[src/rtl/isr_pkg.sv]
package isr_pkg;
    localparam int A_CMD   = 3;
    localparam int A_STAT  = 4;
    localparam int A_INTR  = 5;
    localparam int A_SEQ   = 6;
    localparam int A_FLAGS = 7;
    localparam int A_CFG1  = 8;

    localparam logic [7:0] C_NOP    = 8'h00;
    localparam logic [7:0] C_FLUSH  = 8'h01;
    localparam logic [7:0] C_CHIP   = 8'h02;
    localparam logic [7:0] C_BUSRST = 8'h03;
    localparam logic [7:0] C_MSGACC = 8'h08;
    localparam logic [7:0] C_ENSEL  = 8'h0C;
    localparam logic [7:0] C_DISSEL = 8'h0D;

    localparam int PEND_BIT    = 7;
    localparam int TC_BIT      = 4;
    localparam int RPT_OFF_BIT = 6;

    typedef struct packed {
        logic flush;
        logic chip;
        logic busrst;
        logic msgacc;
        logic ensel;
        logic dissel;
    } cmd_t;

    typedef enum logic {ST_IDLE, ST_PEND} irq_state_e;
endpackage

[src/rtl/isr_cmd_decode.sv]
module isr_cmd_decode
    import isr_pkg::*;
#(
    parameter int ADDR_W = 4,
    parameter int DATA_W = 8
) (
    input  logic              reg_wr,
    input  logic [ADDR_W-1:0] reg_addr,
    input  logic [DATA_W-1:0] reg_wdata,
    input  logic              report_off,
    output cmd_t              cmd,
    output logic              cmd_raise
);
    logic hit;

    always_comb begin
        hit = reg_wr && (reg_addr == ADDR_W'(A_CMD));
        cmd = '0;
        if (hit) begin
            case (reg_wdata)
                DATA_W'(C_FLUSH):  cmd.flush  = 1'b1;
                DATA_W'(C_CHIP):   cmd.chip   = 1'b1;
                DATA_W'(C_BUSRST): cmd.busrst = 1'b1;
                DATA_W'(C_MSGACC): cmd.msgacc = 1'b1;
                DATA_W'(C_ENSEL):  cmd.ensel  = 1'b1;
                DATA_W'(C_DISSEL): cmd.dissel = 1'b1;
                default: ;
            endcase
        end
        cmd_raise = (cmd.busrst && !report_off) || cmd.msgacc || cmd.dissel;
    end
endmodule

[src/rtl/isr_irq_fsm.sv]
module isr_irq_fsm
    import isr_pkg::*;
(
    input  logic clk,
    input  logic rst_n,
    input  logic chip,
    input  logic set,
    input  logic clr,
    output logic irq_o
);
    irq_state_e state, state_nxt;

    always_comb begin
        state_nxt = state;
        unique case (state)
            ST_IDLE: if (set) state_nxt = ST_PEND;
            ST_PEND: if (clr && !set) state_nxt = ST_IDLE;
        endcase
        if (chip) state_nxt = ST_IDLE;
    end

    always_ff @(posedge clk or negedge rst_n) begin
        if (!rst_n) state <= ST_IDLE;
        else        state <= state_nxt;
    end

    always_comb begin
        irq_o = (state == ST_PEND);
    end
endmodule

[src/rtl/isr_regs.sv]
module isr_regs
    import isr_pkg::*;
#(
    parameter int DATA_W   = 8,
    parameter int SEQ_W    = 3,
    parameter int SEQ_DONE = 4,
    parameter int CFG1_RST = 7
) (
    input  logic              clk,
    input  logic              rst_n,
    input  cmd_t              cmd,
    input  logic              intr_rd,
    input  logic              cfg1_wr,
    input  logic [DATA_W-1:0] wdata,
    input  logic              tc_set,
    input  logic              flags_ld,
    input  logic [DATA_W-1:0] flags_val,
    output logic [DATA_W-1:0] intr_q,
    output logic [SEQ_W-1:0]  seq_q,
    output logic [DATA_W-1:0] flags_q,
    output logic [DATA_W-1:0] cfg1_q,
    output logic              tc_q
);
    localparam logic [DATA_W-1:0] FLAG_RST = DATA_W'(8'h80);
    localparam logic [DATA_W-1:0] FLAG_DC  = DATA_W'(8'h20);
    localparam logic [DATA_W-1:0] FLAG_FC  = DATA_W'(8'h08);

    always_ff @(posedge clk or negedge rst_n) begin
        if (!rst_n) begin
            intr_q  <= '0;
            seq_q   <= '0;
            flags_q <= '0;
            cfg1_q  <= DATA_W'(CFG1_RST);
            tc_q    <= 1'b0;
        end else if (cmd.chip) begin
            intr_q  <= '0;
            seq_q   <= '0;
            flags_q <= '0;
            cfg1_q  <= DATA_W'(CFG1_RST);
            tc_q    <= 1'b0;
        end else begin
            if (intr_rd) begin
                intr_q <= '0;
                tc_q   <= 1'b0;
                seq_q  <= SEQ_W'(SEQ_DONE);
            end
            if (cmd.flush) begin
                intr_q  <= FLAG_FC;
                seq_q   <= '0;
                flags_q <= '0;
            end
            if (cmd.busrst) intr_q <= FLAG_RST;
            if (cmd.msgacc) begin
                intr_q  <= FLAG_DC;
                seq_q   <= '0;
                flags_q <= '0;
            end
            if (cmd.ensel || cmd.dissel) intr_q <= '0;
            if (cfg1_wr)  cfg1_q  <= wdata;
            if (tc_set)   tc_q    <= 1'b1;
            if (flags_ld) flags_q <= flags_val;
        end
    end
endmodule

[src/rtl/isr_unit.sv]
module isr_unit
    import isr_pkg::*;
#(
    parameter int ADDR_W   = 4,
    parameter int DATA_W   = 8,
    parameter int SEQ_W    = 3,
    parameter int SEQ_DONE = 4,
    parameter int CFG1_RST = 7
) (
    input  logic              clk,
    input  logic              rst_n,
    input  logic              reg_wr,
    input  logic              reg_rd,
    input  logic [ADDR_W-1:0] reg_addr,
    input  logic [DATA_W-1:0] reg_wdata,
    output logic [DATA_W-1:0] reg_rdata,
    input  logic              raise_req,
    input  logic              tc_set,
    input  logic              flags_ld,
    input  logic [DATA_W-1:0] flags_val,
    output logic              irq_o
);
    cmd_t              cmd;
    logic              cmd_raise;
    logic              intr_rd;
    logic              cfg1_wr;
    logic [DATA_W-1:0] intr_q;
    logic [SEQ_W-1:0]  seq_q;
    logic [DATA_W-1:0] flags_q;
    logic [DATA_W-1:0] cfg1_q;
    logic              tc_q;
    logic [DATA_W-1:0] stat_byte;

    assign intr_rd = reg_rd && (reg_addr == ADDR_W'(A_INTR));
    assign cfg1_wr = reg_wr && (reg_addr == ADDR_W'(A_CFG1));

    isr_cmd_decode #(.ADDR_W(ADDR_W), .DATA_W(DATA_W)) u_dec (
        .reg_wr    (reg_wr),
        .reg_addr  (reg_addr),
        .reg_wdata (reg_wdata),
        .report_off(cfg1_q[RPT_OFF_BIT]),
        .cmd       (cmd),
        .cmd_raise (cmd_raise)
    );

    isr_irq_fsm u_fsm (
        .clk  (clk),
        .rst_n(rst_n),
        .chip (cmd.chip),
        .set  (raise_req || cmd_raise),
        .clr  (intr_rd),
        .irq_o(irq_o)
    );

    isr_regs #(
        .DATA_W(DATA_W), .SEQ_W(SEQ_W), .SEQ_DONE(SEQ_DONE), .CFG1_RST(CFG1_RST)
    ) u_regs (
        .clk      (clk),
        .rst_n    (rst_n),
        .cmd      (cmd),
        .intr_rd  (intr_rd),
        .cfg1_wr  (cfg1_wr),
        .wdata    (reg_wdata),
        .tc_set   (tc_set),
        .flags_ld (flags_ld),
        .flags_val(flags_val),
        .intr_q   (intr_q),
        .seq_q    (seq_q),
        .flags_q  (flags_q),
        .cfg1_q   (cfg1_q),
        .tc_q     (tc_q)
    );

    always_comb begin
        stat_byte           = '0;
        stat_byte[PEND_BIT] = irq_o;
        stat_byte[TC_BIT]   = tc_q;
        case (reg_addr)
            ADDR_W'(A_STAT):  reg_rdata = stat_byte;
            ADDR_W'(A_INTR):  reg_rdata = intr_q;
            ADDR_W'(A_SEQ):   reg_rdata = DATA_W'(seq_q);
            ADDR_W'(A_FLAGS): reg_rdata = flags_q;
            ADDR_W'(A_CFG1):  reg_rdata = cfg1_q;
            default:          reg_rdata = '0;
        endcase
    end
endmodule

[config.mk]
export PLATFORM = sky130hd
export DESIGN_NAME = isr_unit
export DESIGN_NICKNAME = d
export VERILOG_FILES = /design/src/rtl/isr_pkg.sv /design/src/rtl/isr_cmd_decode.sv /design/src/rtl/isr_irq_fsm.sv /design/src/rtl/isr_regs.sv /design/src/rtl/isr_unit.sv
export SDC_FILE = /design/constraint.sdc
export NUM_CORES = 1
export LEC_CHECK = 0
export BUFFER_PORTS_ARGS = -buffer_cell sky130_fd_sc_hd__buf_4
export CAP_MARGIN = 15
export CORE_UTILIZATION = 45
export CTS_CLUSTER_SIZE = 30
export DETAILED_ROUTE_END_ITERATION = 8
export MAX_ROUTING_LAYER = met4
export PLACE_DENSITY = 0.8
export SKIP_LAST_GASP = 1
export SYNTH_ARGS = -nofsm -noshare
export SYNTH_HDL_FRONTEND = slang
export SYNTH_HIERARCHICAL = 1
export SYNTH_SLANG_ARGS = --single-unit
[constraint.sdc]
create_clock -name clk -period 4 [get_ports clk]
set_clock_uncertainty 0.05 [all_clocks]
set_input_delay 1 -clock clk [delete_from_list [all_inputs] [get_ports clk]]
set_output_delay 1 -clock clk [all_outputs]
set_load 0.02 [all_outputs]
* Word level (Yosys, flattened, before mapping)
Index checks and enable logic that the tools add are counted.
W data, S select, Z words.
** Storage, ports and cells
- Input bits :: 27
- Flip-flop bits (word level) :: 29
** Operators by class
- Bitwise gates (word level) :: 1
- Reductions and logical operators :: 16
- Equality and inequality tests :: 12
- Multiplexer cells :: 31
** Operators by type and width (count)
- $mux W8 :: 12
- $pmux W8 S5 :: 1
- $eq A8 B4 Y1 const B :: 3
- $eq A4 B3 Y1 const B :: 4
- $eq A8 B2 Y1 const B :: 2
- $mux W1 :: 12
- $mux W3 :: 4
- $eq A8 B1 Y1 const B :: 1
- $reduce_bool A4 Y1 :: 2
- $mux W6 :: 1
- $reduce_bool A6 Y1 :: 1
- $logic_and A1 B1 Y1 :: 5
- $eq A4 B2 Y1 const B :: 1
- $eq A4 B4 Y1 const B :: 1
- $logic_or A1 B1 Y1 :: 4
- $reduce_bool A3 Y1 :: 1
- $logic_not A1 Y1 :: 2
- $pmux W1 S2 :: 1
- $reduce_bool A2 Y1 :: 1
- $not A1 Y1 :: 1

* Longest topological paths before layout
Gate-level depths: netlist (run 1).
- Depth in word-level cells :: 12
- Mapped depth :: 7
- Mapped depth without buffers :: 6

* By module
The synthesis (run 1) kept the hierarchy.
** Modules (own cells, without submodules)
- isr_regs :: times used 1, seq. area each 529.3 µm², cells each 75, area each 922.1 µm²
- isr_unit :: times used 1, seq. area each 0.0 µm², cells each 40, area each 312.8 µm²
- isr_cmd_decode :: times used 1, seq. area each 0.0 µm², cells each 19, area each 141.4 µm²
- isr_irq_fsm :: times used 1, seq. area each 25.0 µm², cells each 4, area each 43.8 µm²

* Worst setup path before layout (run 1)
OpenSTA, ideal clock, no wires.
- Path kind :: input-to-output
- From :: in reg_addr[1]
- To :: out reg_rdata[0]
- Slack :: 1042 ps
- Data arrival time :: 1908 ps
- Data required time :: 2950 ps
- Stages :: 4
- Buffers on the path :: 1
- Cells stage by stage :: buf_6 > nor4bb_1 > a31oi_1 > o21ai_0
** On the way
- Word-level cells in the longest chain between the ends :: 2
- Elaborated cells between the ends (all ways) :: 6
- Classes of those cells :: 5 x eq/ne; 1 x mux
** RTL lines
- start, declared :: line isr_unit.sv:14 : input logic [ADDR_W-1:0] reg_addr,
- $eq A4 B4 Y1 / $eq A4 B3 Y1 (equally long branches) :: line isr_unit.sv:78 : case (reg_addr)
- $pmux W8 S5 (*) :: line isr_unit.sv:78
- end, declared :: line isr_unit.sv:16 : output logic [DATA_W-1:0] reg_rdata,
Mark *: on every way between the ends. The rest lies on a longest branch, timed or not.

* Worst setup path in the final report (run 1)
- From :: in reg_addr[1]
- To :: out reg_rdata[5]
The elaborated chain is that of the path after synthesis.

==> metrics.md, run 1 <==
| Metric | Value |
|---|---|
| Remaining Overflow, GRT | `0` |
| Initial antenna violation count | `0` |
| R2R setup slack | `2.58 ns` |
| Power per cell area | `296 nW/µm²` |
| Unique cell type count in the Yosys netlist | `44` |
| Setup CP Type | `in2out` |
| RR Endpoint | `u_fsm/irq_o$_DFF_PN0_` |
| Clock share of power | `23.8%` |
| HP Class | `reg2reg` |
| Post-synth top area cell | `dfrtp_1` |
| # nets final | `199` |
| Critical Path End | `reg_rdata[5]` |
| Cell count after synthesis | `138` |
| Worst-Skew Late Latency | `0.30 ns` |
| Switching power | `138 µW` |
| WL/cell | `15.2 µm` |
| Die Ht | `58.2 µm` |
| Tmin final | `3.09 ns` |
| Switching Fraction | `27.4%` |
| Filler cell count | `261` |
| Final ANT Viol Nets | `0` |
| Synthesized area | `1420 µm²` |
| Normalized max-slew margin | `41.2%` |
| Largest net degree at the start of global routing | `23` |
| Comb power frac | `21.7%` |
| Fraction of layout cells with a size suffix above 1 | `33.3%` |
| Cell internal pwr | `367 µW` |
| CP Max Fanout | `18` |
| Total power | `505 µW` |
| Row count | `20` |
| Core Util, Final | `56.3%` |
| R2r startpoint | `u_regs/cfg1_q[6]$_DFFE_PN0P_` |
| Vias in the first global route | `1164` |
| Via Count | `1164` |
| Synth top area share | `33.5%` |
| Setup violators final | `0` |
| Clk slew on worst S/H paths | `0.12 ns` |
| Fmax | `0.324 GHz` |
| CTS tree | `yes` |
| CTS buffer count | `3` |
| Antenna diode count | `0` |
| Worst vdd ir | `0.000142 V` |
| # DRC | `0` |
| Setup bufs post-CTS | `0` |
| Post-synth EDFFs | `0` |
| Area growth from synthesis to layout | `20.1%` |
| Starting density of the core | `46.9%` |
| Area contributors post-synth | `dfrtp_1, mux2i_1, a32o_1` |
| Port buffer count | `35` |
| Crit end category | `output port` |
| Syn_area_per_cell | `10.3 µm²` |
| DIE AREA | `3380 µm²` |
| Crit path launch type | `input port` |
| GP Congestion | `0.852` |
| Via density | `5.41` |
| Min-delay src | `u_regs/flags_q[3]$_DFFE_PN0P_` |
| P_leak | `0.000775 µW` |
| First-pass GRT wire length | `5350 µm` |
| Synth Register Bits | `22` |
| DRT iter0 DRCs | `49` |
| Root Buffer | `clkbuf_4` |
| Synth warn | `6` |
| Worst reg2reg path depth | `5` |
| Tot GR Track Use | `21.3%` |
| Ys async rst share | `100%` |
| H-tree levels | `1` |
| Max Cap Violations | `0` |
| Req. time, crit path | `2.95 ns` |
| Max-slew violations | `0` |
| Core Box Area | `3030 µm²` |
| Die width | `58.2 µm` |
| Post-CTS Resized | `0` |
| HPWL after detailed placement | `2560 µm` |
| Status | `finished clean` |
| Worst slew pin tran | `0.881 ns` |
| Max clock buf depth | `2` |
| Critical Path AT | `2.04 ns` |
| RSZ-0062 raised after global routing | `no` |
| Clock sinks | `22` |
| Commonest cells in the netlist | `dfrtp_1, mux2i_1, nand2_1, nor2_1, a32o_1` |
| Final wirelength | `3270 µm` |
| Top FF cell, synth | `dfrtp_1` |
| Post-CTS Hold Buffers | `0` |
| Fin Setup TNS | `0 ns` |
| CP startpoint | `reg_addr[1]` |
| Drt pass-1 iters | `4` |
| I/O pin total | `36` |
| Sequential element share of the synthesized area | `39.0%` |
| Period utilization | `77.3%` |
| Count leader, synth | `dfrtp_1` |
| Hold Fails Final Rpt | `0` |
| Seq pwr share | `54.5%` |
critical path, cell delays in order:
cell,delay (ns)
buf_4,0.18
nor4b_4,0.44
nand2_1,0.09
o21ai_0,0.12
buf_4,0.20
layout make-up:
class,instances,area (µm²),area share (%)
sequential,22,554,32.5
multi-input combinational,104,771,45.2
inverter,5,18.8,1.10
tap,44,55.1,3.23
clock buffer,4,36.3,2.13
timing repair buffer,36,270,15.8
per-stage QoR:
step / area (µm²) / std cells / hold WS (ns) / setup WS, ns
floorplan: 1440 / 144 / 0.436 / 1.04
global placement: 1670 / 211 / 0.466 / 0.953
detailed placement: 1670 / 211 / 0.470 / 0.893
CTS: 1710 / 215 / 0.498 / 0.916
global route: 1710 / 215 / 0.510 / 0.862
finish: 1710 / 215 / 0.493 / 0.909
cells by family (layout without fill, tap and decap cells):
group                  after synthesis  in the layout  share of synthesized area [%]
muxes                               14             14                           9.96
DFF                                 22             22                           39.0
and+or+nand+nor                     55             55                           26.6
buffers and inverters               18             45                           8.28
AOI/OAI and AO/OA                   28             28                           15.9
other                                1              7                          0.264
power by group through the flow:
stage	Combinational [µW]	Sequential [µW]	Clock (µW)
floorplan	69.0	271	0
global placement	104	279	0
detailed placement	109	279	0
CTS	110	275	123
global route	120	279	133
finish	110	275	120
cell usage in the layout (no fill, tap or decap), types with 3 or more instances in the layout:
master / Yosys / layout
a21o_1: 3 / 3
nor3_1: 5 / 5
dfrtp_1: 19 / 19
clkbuf_4: 0 / 3
nand2b_1: 5 / 5
conb_1: 1 / 7
buf_4: 7 / 36
mux2i_1: 13 / 13
dfstp_2: 3 / 3
nor2_1: 9 / 9
nor4_1: 3 / 3
o21ai_0: 4 / 4
nand2_1: 11 / 11
inv_1: 5 / 5
a32o_1: 8 / 8
per-layer routing:
metal | share of wire (%) | vias up | GRT usage, %
met4 | 0.95 | 0 | 8.16
li1 | - | 563 | -
met3 | 4.7 | 4 | 2.46
met2 | 48 | 40 | 32.5
met1 | 46 | 557 | 29.0
met5 | 0 | - | -
sequential cells by signal (all words and copies together) (netlist names):
name            cells
u_regs/flags_q      8
u_regs/tc_q         1
u_fsm/irq_o         1
u_regs/cfg1_q       8
u_regs/seq_q        1
u_regs/intr_q       3
worst min path at each step:
| stage | to | slack [ns] | cells after the start |
|---|---|---|---|
| after floorplan | u_regs/cfg1_q[3]$_DFFE_PN0P_ | 0.44 | 2 |
| after global placement | u_regs/cfg1_q[7]$_DFFE_PN0P_ | 0.47 | 2 |
| after detailed placement | u_regs/flags_q[3]$_DFFE_PN0P_ | 0.47 | 1 |
| after CTS | u_regs/flags_q[3]$_DFFE_PN0P_ | 0.50 | 1 |
| after global routing | u_regs/seq_q[2]$_DFFE_PN0P_ | 0.51 | 1 |
| final | u_regs/flags_q[3]$_DFFE_PN0P_ | 0.49 | 1 |
Note: power is estimated with default switching activity, not from simulation.
==> inputs of run 2 (changes only) <==
- PLACE_DENSITY: 0.8 -> 0.83
- clock period: 4 -> 2.65 ns (I/O delays scaled with it)
==> metrics.md, run 2 (synthesis gave the netlist of run 1 again) <==
| Metric | Value |
|---|---|
| Fin cells | `220 (was 215)` |
| Fmax | `0.419 GHz` |
| Power per cell area | `437 nW/µm² (was 296 nW/µm²)` |
| RSZ-0062 raised after global routing | `no (unchanged)` |
| Status | `finished clean (unchanged)` |
| Commonest non-fill, non-tap cell in the layout | `buf_4 (unchanged)` |
| Max-slew violations | `0 (unchanged)` |
| Crit path depth | `5 (unchanged)` |
| I/O pin total | `36 (unchanged)` |
| First-pass GRT wire length | `5290 µm (was 5350 µm)` |
| DIE AREA | `3380 µm² (unchanged)` |
| CP Max Fanout | `18 (unchanged)` |
| Core Box Area | `3030 µm² (unchanged)` |
| Via Count | `1174 (was 1164)` |
| GP Congestion | `0.854 (was 0.852)` |
| WP buf/inv | `2 (unchanged)` |
| Critical Path AT | `1.67 ns (was 2.04 ns)` |
| R2R setup slack | `1.25 ns (was 2.58 ns)` |
| Initial antenna violation count | `0 (unchanged)` |
| Placed Cells | `216 (was 211)` |
| Normalized max-slew margin | `45.7% (was 41.2%)` |
| Cells along the critical path | `buf_4 -> nor4b_4 -> nand2_1 -> o21ai_0 -> buf_4 (unchanged)` |
| Final ANT Viol Nets | `0 (unchanged)` |
| Setup CP Type | `in2out (unchanged)` |
| Most frequent cells in the layout | `buf_4, dfrtp_1, mux2i_1 (unchanged)` |
| Filler cell count | `259 (was 261)` |
| # DRC | `0 (unchanged)` |
| Worst vdd ir | `0.000194 V (was 0.000142 V)` |
| Crit end category | `output port (unchanged)` |
| Worst slew pin tran | `0.808 ns (was 0.881 ns)` |
| Tot GR Track Use | `21.3% (about the same)` |
| H-tree levels | `1 (unchanged)` |
| Tmin final | `2.39 ns` |
| Setup violators final | `0 (unchanged)` |
| # nets final | `204 (was 199)` |
| Fraction of layout cells with a size suffix above 1 | `35.2% (was 33.3%)` |
| Area growth from synthesis to layout | `22.7% (was 20.1%)` |
| Crit-path most repeated cell | `buf_4 (unchanged)` |
| Hold Fails Final Rpt | `0 (unchanged)` |
| Sequential cell area | `554 µm² (unchanged)` |
| P_leak | `0.000803 µW (was 0.000775 µW)` |
| CP startpoint | `reg_addr[1] (unchanged)` |
| Drt pass-1 iters | `4 (unchanged)` |
| Comb power frac | `21.7% (about the same)` |
| Largest regs | `u_regs/cfg1_q (8), u_regs/flags_q (8), u_regs/intr_q (3) (unchanged)` |
| Root Buffer | `clkbuf_4 (unchanged)` |
| Vias in the first global route | `1145 (was 1164)` |
| RR Endpoint | `u_fsm/irq_o$_DFF_PN0_ (unchanged)` |
| Setup bufs post-CTS | `0 (unchanged)` |
| Critical Path End | `reg_rdata[3] (was reg_rdata[5])` |
| CTS buffer count | `3 (unchanged)` |
| Area of the multi-input gates | `771 µm² (unchanged)` |
| Worst reg2reg path depth | `5 (unchanged)` |
| Seq pwr share | `54.6% (was 54.5%)` |
| Crit-path leading delay family | `simple AND/OR/NAND/NOR gates (unchanged)` |
| HP Class | `in2async (was reg2reg)` |
| Max incr delay on CP | `0.43 ns (was 0.44 ns)` |
| Period utilization | `90.0%` |
| Switching Fraction | `27.3% (was 27.4%)` |
| Final wirelength | `3250 µm (was 3270 µm)` |
| Switching power | `208 µW (was 138 µW)` |
| Row count | `20 (unchanged)` |
| Via density | `5.34 (was 5.41)` |
| WL/cell | `14.8 µm (was 15.2 µm)` |
| Critical path's slowest cell | `nor4b_4 (unchanged)` |
| Req. time, crit path | `1.94 ns (was 2.95 ns)` |
| HPWL after detailed placement | `2550 µm (was 2560 µm)` |
| Clock share of power | `23.7% (was 23.8%)` |
| Crit path launch type | `input port (unchanged)` |
| Core Util, Final | `57.6% (was 56.3%)` |
| Post-CTS Hold Buffers | `0 (unchanged)` |
| Max clock buf depth | `2 (unchanged)` |
| Die width | `58.2 µm (unchanged)` |
| Max Cap Violations | `0 (unchanged)` |
| Port buffer count | `35 (unchanged)` |
| Clock sinks | `22 (unchanged)` |
| Remaining Overflow, GRT | `0 (unchanged)` |
| Antenna diode count | `0 (unchanged)` |
| DRT iter0 DRCs | `64 (was 49)` |
| R2r startpoint | `u_regs/cfg1_q[6]$_DFFE_PN0P_ (unchanged)` |
| Largest net degree at the start of global routing | `23 (unchanged)` |
| CTS tree | `yes (unchanged)` |
| Worst-Skew Late Latency | `0.30 ns (about the same)` |
| Post-CTS Resized | `0 (unchanged)` |
| Starting density of the core | `46.9% (unchanged)` |
| Clk slew on worst S/H paths | `0.12 ns (about the same)` |
| Fin Setup TNS | `0 ns (unchanged)` |
| Cell internal pwr | `554 µW (was 367 µW)` |
| Die Ht | `58.2 µm (unchanged)` |
-- run 2: stage by stage --
step	setup slack [ns]	hold slack, ns	power (µW)	instance area, µm²
2_1_floorplan	0.351	0.317	514	1440
6_report	0.264	0.175	762	1740
3_3_place_gp	0.274	0.467	577	1710
5_1_grt	0.176	0.171	806	1740
4_1_cts	0.275	0.177	768	1740
3_5_place_dp	0.190	0.473	586	1710
-- run 2: worst min-delay path by stage --
stage | start | to | slack, ns
finish | rst_n | u_regs/flags_q[5]$_DFFE_PN0P_ | 0.18
global route | rst_n | u_regs/flags_q[3]$_DFFE_PN0P_ | 0.17
CTS | rst_n | u_regs/flags_q[0]$_DFFE_PN0P_ | 0.18
detailed placement | u_regs/cfg1_q[4]$_DFFE_PN0P_ | u_regs/cfg1_q[4]$_DFFE_PN0P_ | 0.47
global placement | u_regs/cfg1_q[7]$_DFFE_PN0P_ | u_regs/cfg1_q[7]$_DFFE_PN0P_ | 0.47
floorplan | rst_n | u_fsm/irq_o$_DFF_PN0_ | 0.32
-- run 2: metal layers --
metal / up-vias / routed length [µm] / track usage, %
li1: 571 / - / -
met1: 575 / 1440 / 28.2
met3: 2 / 121 / 2.68
met5: - / 0 / -
met4: 0 / 8 / 4.08
met2: 26 / 1680 / 35.3
-- run 2: area by class of cell --
cell class | instances | share of cell area (%)
multi-input cells | 104 | 44.2
flip-flops and latches | 22 | 31.8
repair buffers | 41 | 17.7
well taps | 44 | 3.16
clock buffers | 4 | 2.08
inverters | 5 | 1.08
-- run 2: power groups by stage --
stage                     Sequential, µW  Clock (µW)  Combinational [µW]
final                                416         181                 165
after floorplan                      409           0                 104
after global routing                 420         205                 182
after detailed placement             422           0                 165
after CTS                            415         186                 166
after global placement               420           0                 156
==> inputs of run 3 (changes only) <==
- CELL_PAD_IN_SITES_DETAIL_PLACEMENT: default -> 1
- CELL_PAD_IN_SITES_GLOBAL_PLACEMENT: default -> 1
- CORE_MARGIN: default -> 2
- CORE_UTILIZATION: 45 -> 36
- PLACE_DENSITY: 0.83 -> 0.86
- SLEW_MARGIN: default -> 20
==> metrics.md, run 3 (synthesis gave the netlist of run 1 again) <==
| Metric | Value |
|---|---|
| Max-slew violations | `0 (unchanged)` |
| R2R setup slack | `1.19 ns (was 1.25 ns)` |
| RR Endpoint | `u_fsm/irq_o$_DFF_PN0_ (unchanged)` |
| Via Count | `1216 (was 1174)` |
| # DRC | `0 (unchanged)` |
| Final wirelength | `3920 µm (was 3250 µm)` |
| Crit path launch type | `input port (unchanged)` |
| Fraction of layout cells with a size suffix above 1 | `35.2% (unchanged)` |
| Row count | `22 (was 20)` |
| R2r startpoint | `u_regs/cfg1_q[6]$_DFFE_PN0P_ (unchanged)` |
| Max Cap Violations | `0 (unchanged)` |
| Setup violators final | `0 (unchanged)` |
| Switching Fraction | `24.8% (was 27.3%)` |
| Fin cells | `224 (was 220)` |
| Root Buffer | `clkbuf_8 (was clkbuf_4)` |
| Worst reg2reg path depth | `5 (unchanged)` |
| H-tree levels | `1 (unchanged)` |
| First-pass GRT wire length | `6380 µm (was 5290 µm)` |
| WL/cell | `17.5 µm (was 14.8 µm)` |
| Remaining Overflow, GRT | `0 (unchanged)` |
| Clk slew on worst S/H paths | `0.08 ns (was 0.12 ns)` |
| Setup bufs post-CTS | `0 (unchanged)` |
| Tot GR Track Use | `20.0% (was 21.3%)` |
| Fmax | `0.413 GHz (was 0.419 GHz)` |
| Req. time, crit path | `1.94 ns (about the same)` |
| Seq pwr share | `46.6% (was 54.6%)` |
| Clock share of power | `34.4% (was 23.7%)` |
| Cell internal pwr | `672 µW (was 554 µW)` |
| DRT iter0 DRCs | `38 (was 64)` |
| Drt pass-1 iters | `4 (unchanged)` |
| Switching power | `221 µW (was 208 µW)` |
| HP Class | `in2async (unchanged)` |
| Critical Path End | `reg_rdata[5] (was reg_rdata[3])` |
| CP startpoint | `reg_addr[1] (unchanged)` |
| Initial antenna violation count | `0 (unchanged)` |
| Core Box Area | `3720 µm² (was 3030 µm²)` |
| Power per cell area | `501 nW/µm² (was 437 nW/µm²)` |
| GP Congestion | `0.842 (was 0.854)` |
| DIE AREA | `4460 µm² (was 3380 µm²)` |
| CP Max Fanout | `18 (unchanged)` |
| Worst-Skew Late Latency | `0.26 ns (was 0.30 ns)` |
| RSZ-0062 raised after global routing | `no (unchanged)` |
| Critical Path AT | `1.71 ns (was 1.67 ns)` |
| Area growth from synthesis to layout | `25.6% (was 22.7%)` |
| Antenna diode count | `0 (unchanged)` |
| Commonest non-fill, non-tap cell in the layout | `buf_4 (unchanged)` |
| Post-CTS Resized | `0 (unchanged)` |
| Filler cell count | `444 (was 259)` |
| Setup CP Type | `in2out (unchanged)` |
| Die width | `66.8 µm (was 58.2 µm)` |
| Via density | `5.43 (was 5.34)` |
| Placed Cells | `220 (was 216)` |
| HPWL after detailed placement | `3140 µm (was 2550 µm)` |
| Fin Setup TNS | `0 ns (unchanged)` |
| Vias in the first global route | `1315 (was 1145)` |
| Starting density of the core | `38.2% (was 46.9%)` |
| CTS buffer count | `3 (unchanged)` |
| Worst vdd ir | `0.000204 V (was 0.000194 V)` |
| Fin Hold WS | `0.224 ns (was 0.175 ns)` |
| Max clock buf depth | `2 (unchanged)` |
| Die Ht | `66.8 µm (was 58.2 µm)` |
| Largest regs | `u_regs/cfg1_q (8), u_regs/flags_q (8), u_regs/intr_q (3) (unchanged)` |
| Crit end category | `output port (unchanged)` |
| Port buffer count | `35 (unchanged)` |
| I/O pin total | `36 (unchanged)` |
| Hold Fails Final Rpt | `0 (unchanged)` |
| Comb power frac | `19.0% (was 21.7%)` |
| Post-CTS Hold Buffers | `0 (unchanged)` |
| Normalized max-slew margin | `33.7% (was 45.7%)` |
| Most frequent cells in the layout | `buf_4, dfrtp_1, mux2i_1 (unchanged)` |
| Tmin final | `2.42 ns (was 2.39 ns)` |
| Clock sinks | `22 (unchanged)` |
| Status | `finished clean (unchanged)` |
| Worst slew pin tran | `0.986 ns (was 0.808 ns)` |
| Final ANT Viol Nets | `0 (unchanged)` |
| # nets final | `204 (unchanged)` |
| Core Util, Final | `48.0% (was 57.6%)` |
| CTS tree | `yes (unchanged)` |
| P_leak | `0.000817 µW (was 0.000803 µW)` |
| Largest net degree at the start of global routing | `23 (unchanged)` |
| Period utilization | `91.3% (was 90.0%)` |
-- run 3: cell types whose count changed in the layout (fill, tap and decap cells not counted) --
| cell | delta |
|---|---|
| clkbuf_4 | -3 |
| bufinv_16 | +1 |
| clkbuf_8 | +2 |
-- run 3: layout make-up --
type | count | area (µm²) | area share (%)
multi-input combinational | 104 | 771 | 43.2
sequential | 22 | 554 | 31.1
timing repair buffer | 41 | 308 | 17.3
tap | 48 | 60.1 | 3.37
clock buffer | 3 | 41.3 | 2.32
clock inverter | 1 | 30.0 | 1.68
inverter | 5 | 18.8 | 1.05
-- run 3: worst min path at each step --
| stage | startpoint | endpoint | slack (ns) | cells after the start |
|---|---|---|---|---|
| after floorplan | rst_n | u_fsm/irq_o$_DFF_PN0_ | 0.32 | 0 |
| after global placement | u_regs/cfg1_q[7]$_DFFE_PN0P_ | u_regs/cfg1_q[7]$_DFFE_PN0P_ | 0.46 | 2 |
| after detailed placement | u_regs/cfg1_q[7]$_DFFE_PN0P_ | u_regs/cfg1_q[7]$_DFFE_PN0P_ | 0.48 | 2 |
| after CTS | rst_n | u_regs/intr_q[3]$_DFFE_PN0P_ | 0.22 | 1 |
| after global routing | rst_n | u_regs/intr_q[7]$_DFFE_PN0P_ | 0.22 | 1 |
| final | rst_n | u_regs/intr_q[3]$_DFFE_PN0P_ | 0.22 | 1 |
-- run 3: worst max-delay path, cell delays in order --
cell	delay (ns)
buf_4	0.19
nor4b_4	0.45
nand2_1	0.11
o21ai_0	0.11
buf_4	0.18
-- run 3: per-stage QoR --
step	power, µW	instance area (µm²)	setup slack [ns]
3_5_place_dp	593	1710	0.114
6_report	893	1780	0.231
4_1_cts	908	1780	0.259
2_1_floorplan	514	1440	0.351
3_3_place_gp	578	1710	0.260
5_1_grt	944	1780	0.223
-- run 3: metal layers --
metal | track usage (%) | part of all wire [%]
met1 | 24.1 | 44
met2 | 35.3 | 52
met3 | 2.20 | 3.3
met4 | 6.12 | 0.69
met5 | - | 0
-- run 3: power groups by stage --
stage | Sequential (µW) | Combinational [µW] | Clock (µW)
after floorplan | 409 | 104 | 0
after global placement | 420 | 158 | 0
after detailed placement | 424 | 169 | 0
after CTS | 417 | 170 | 320
after global routing | 423 | 186 | 336
final | 416 | 170 | 307
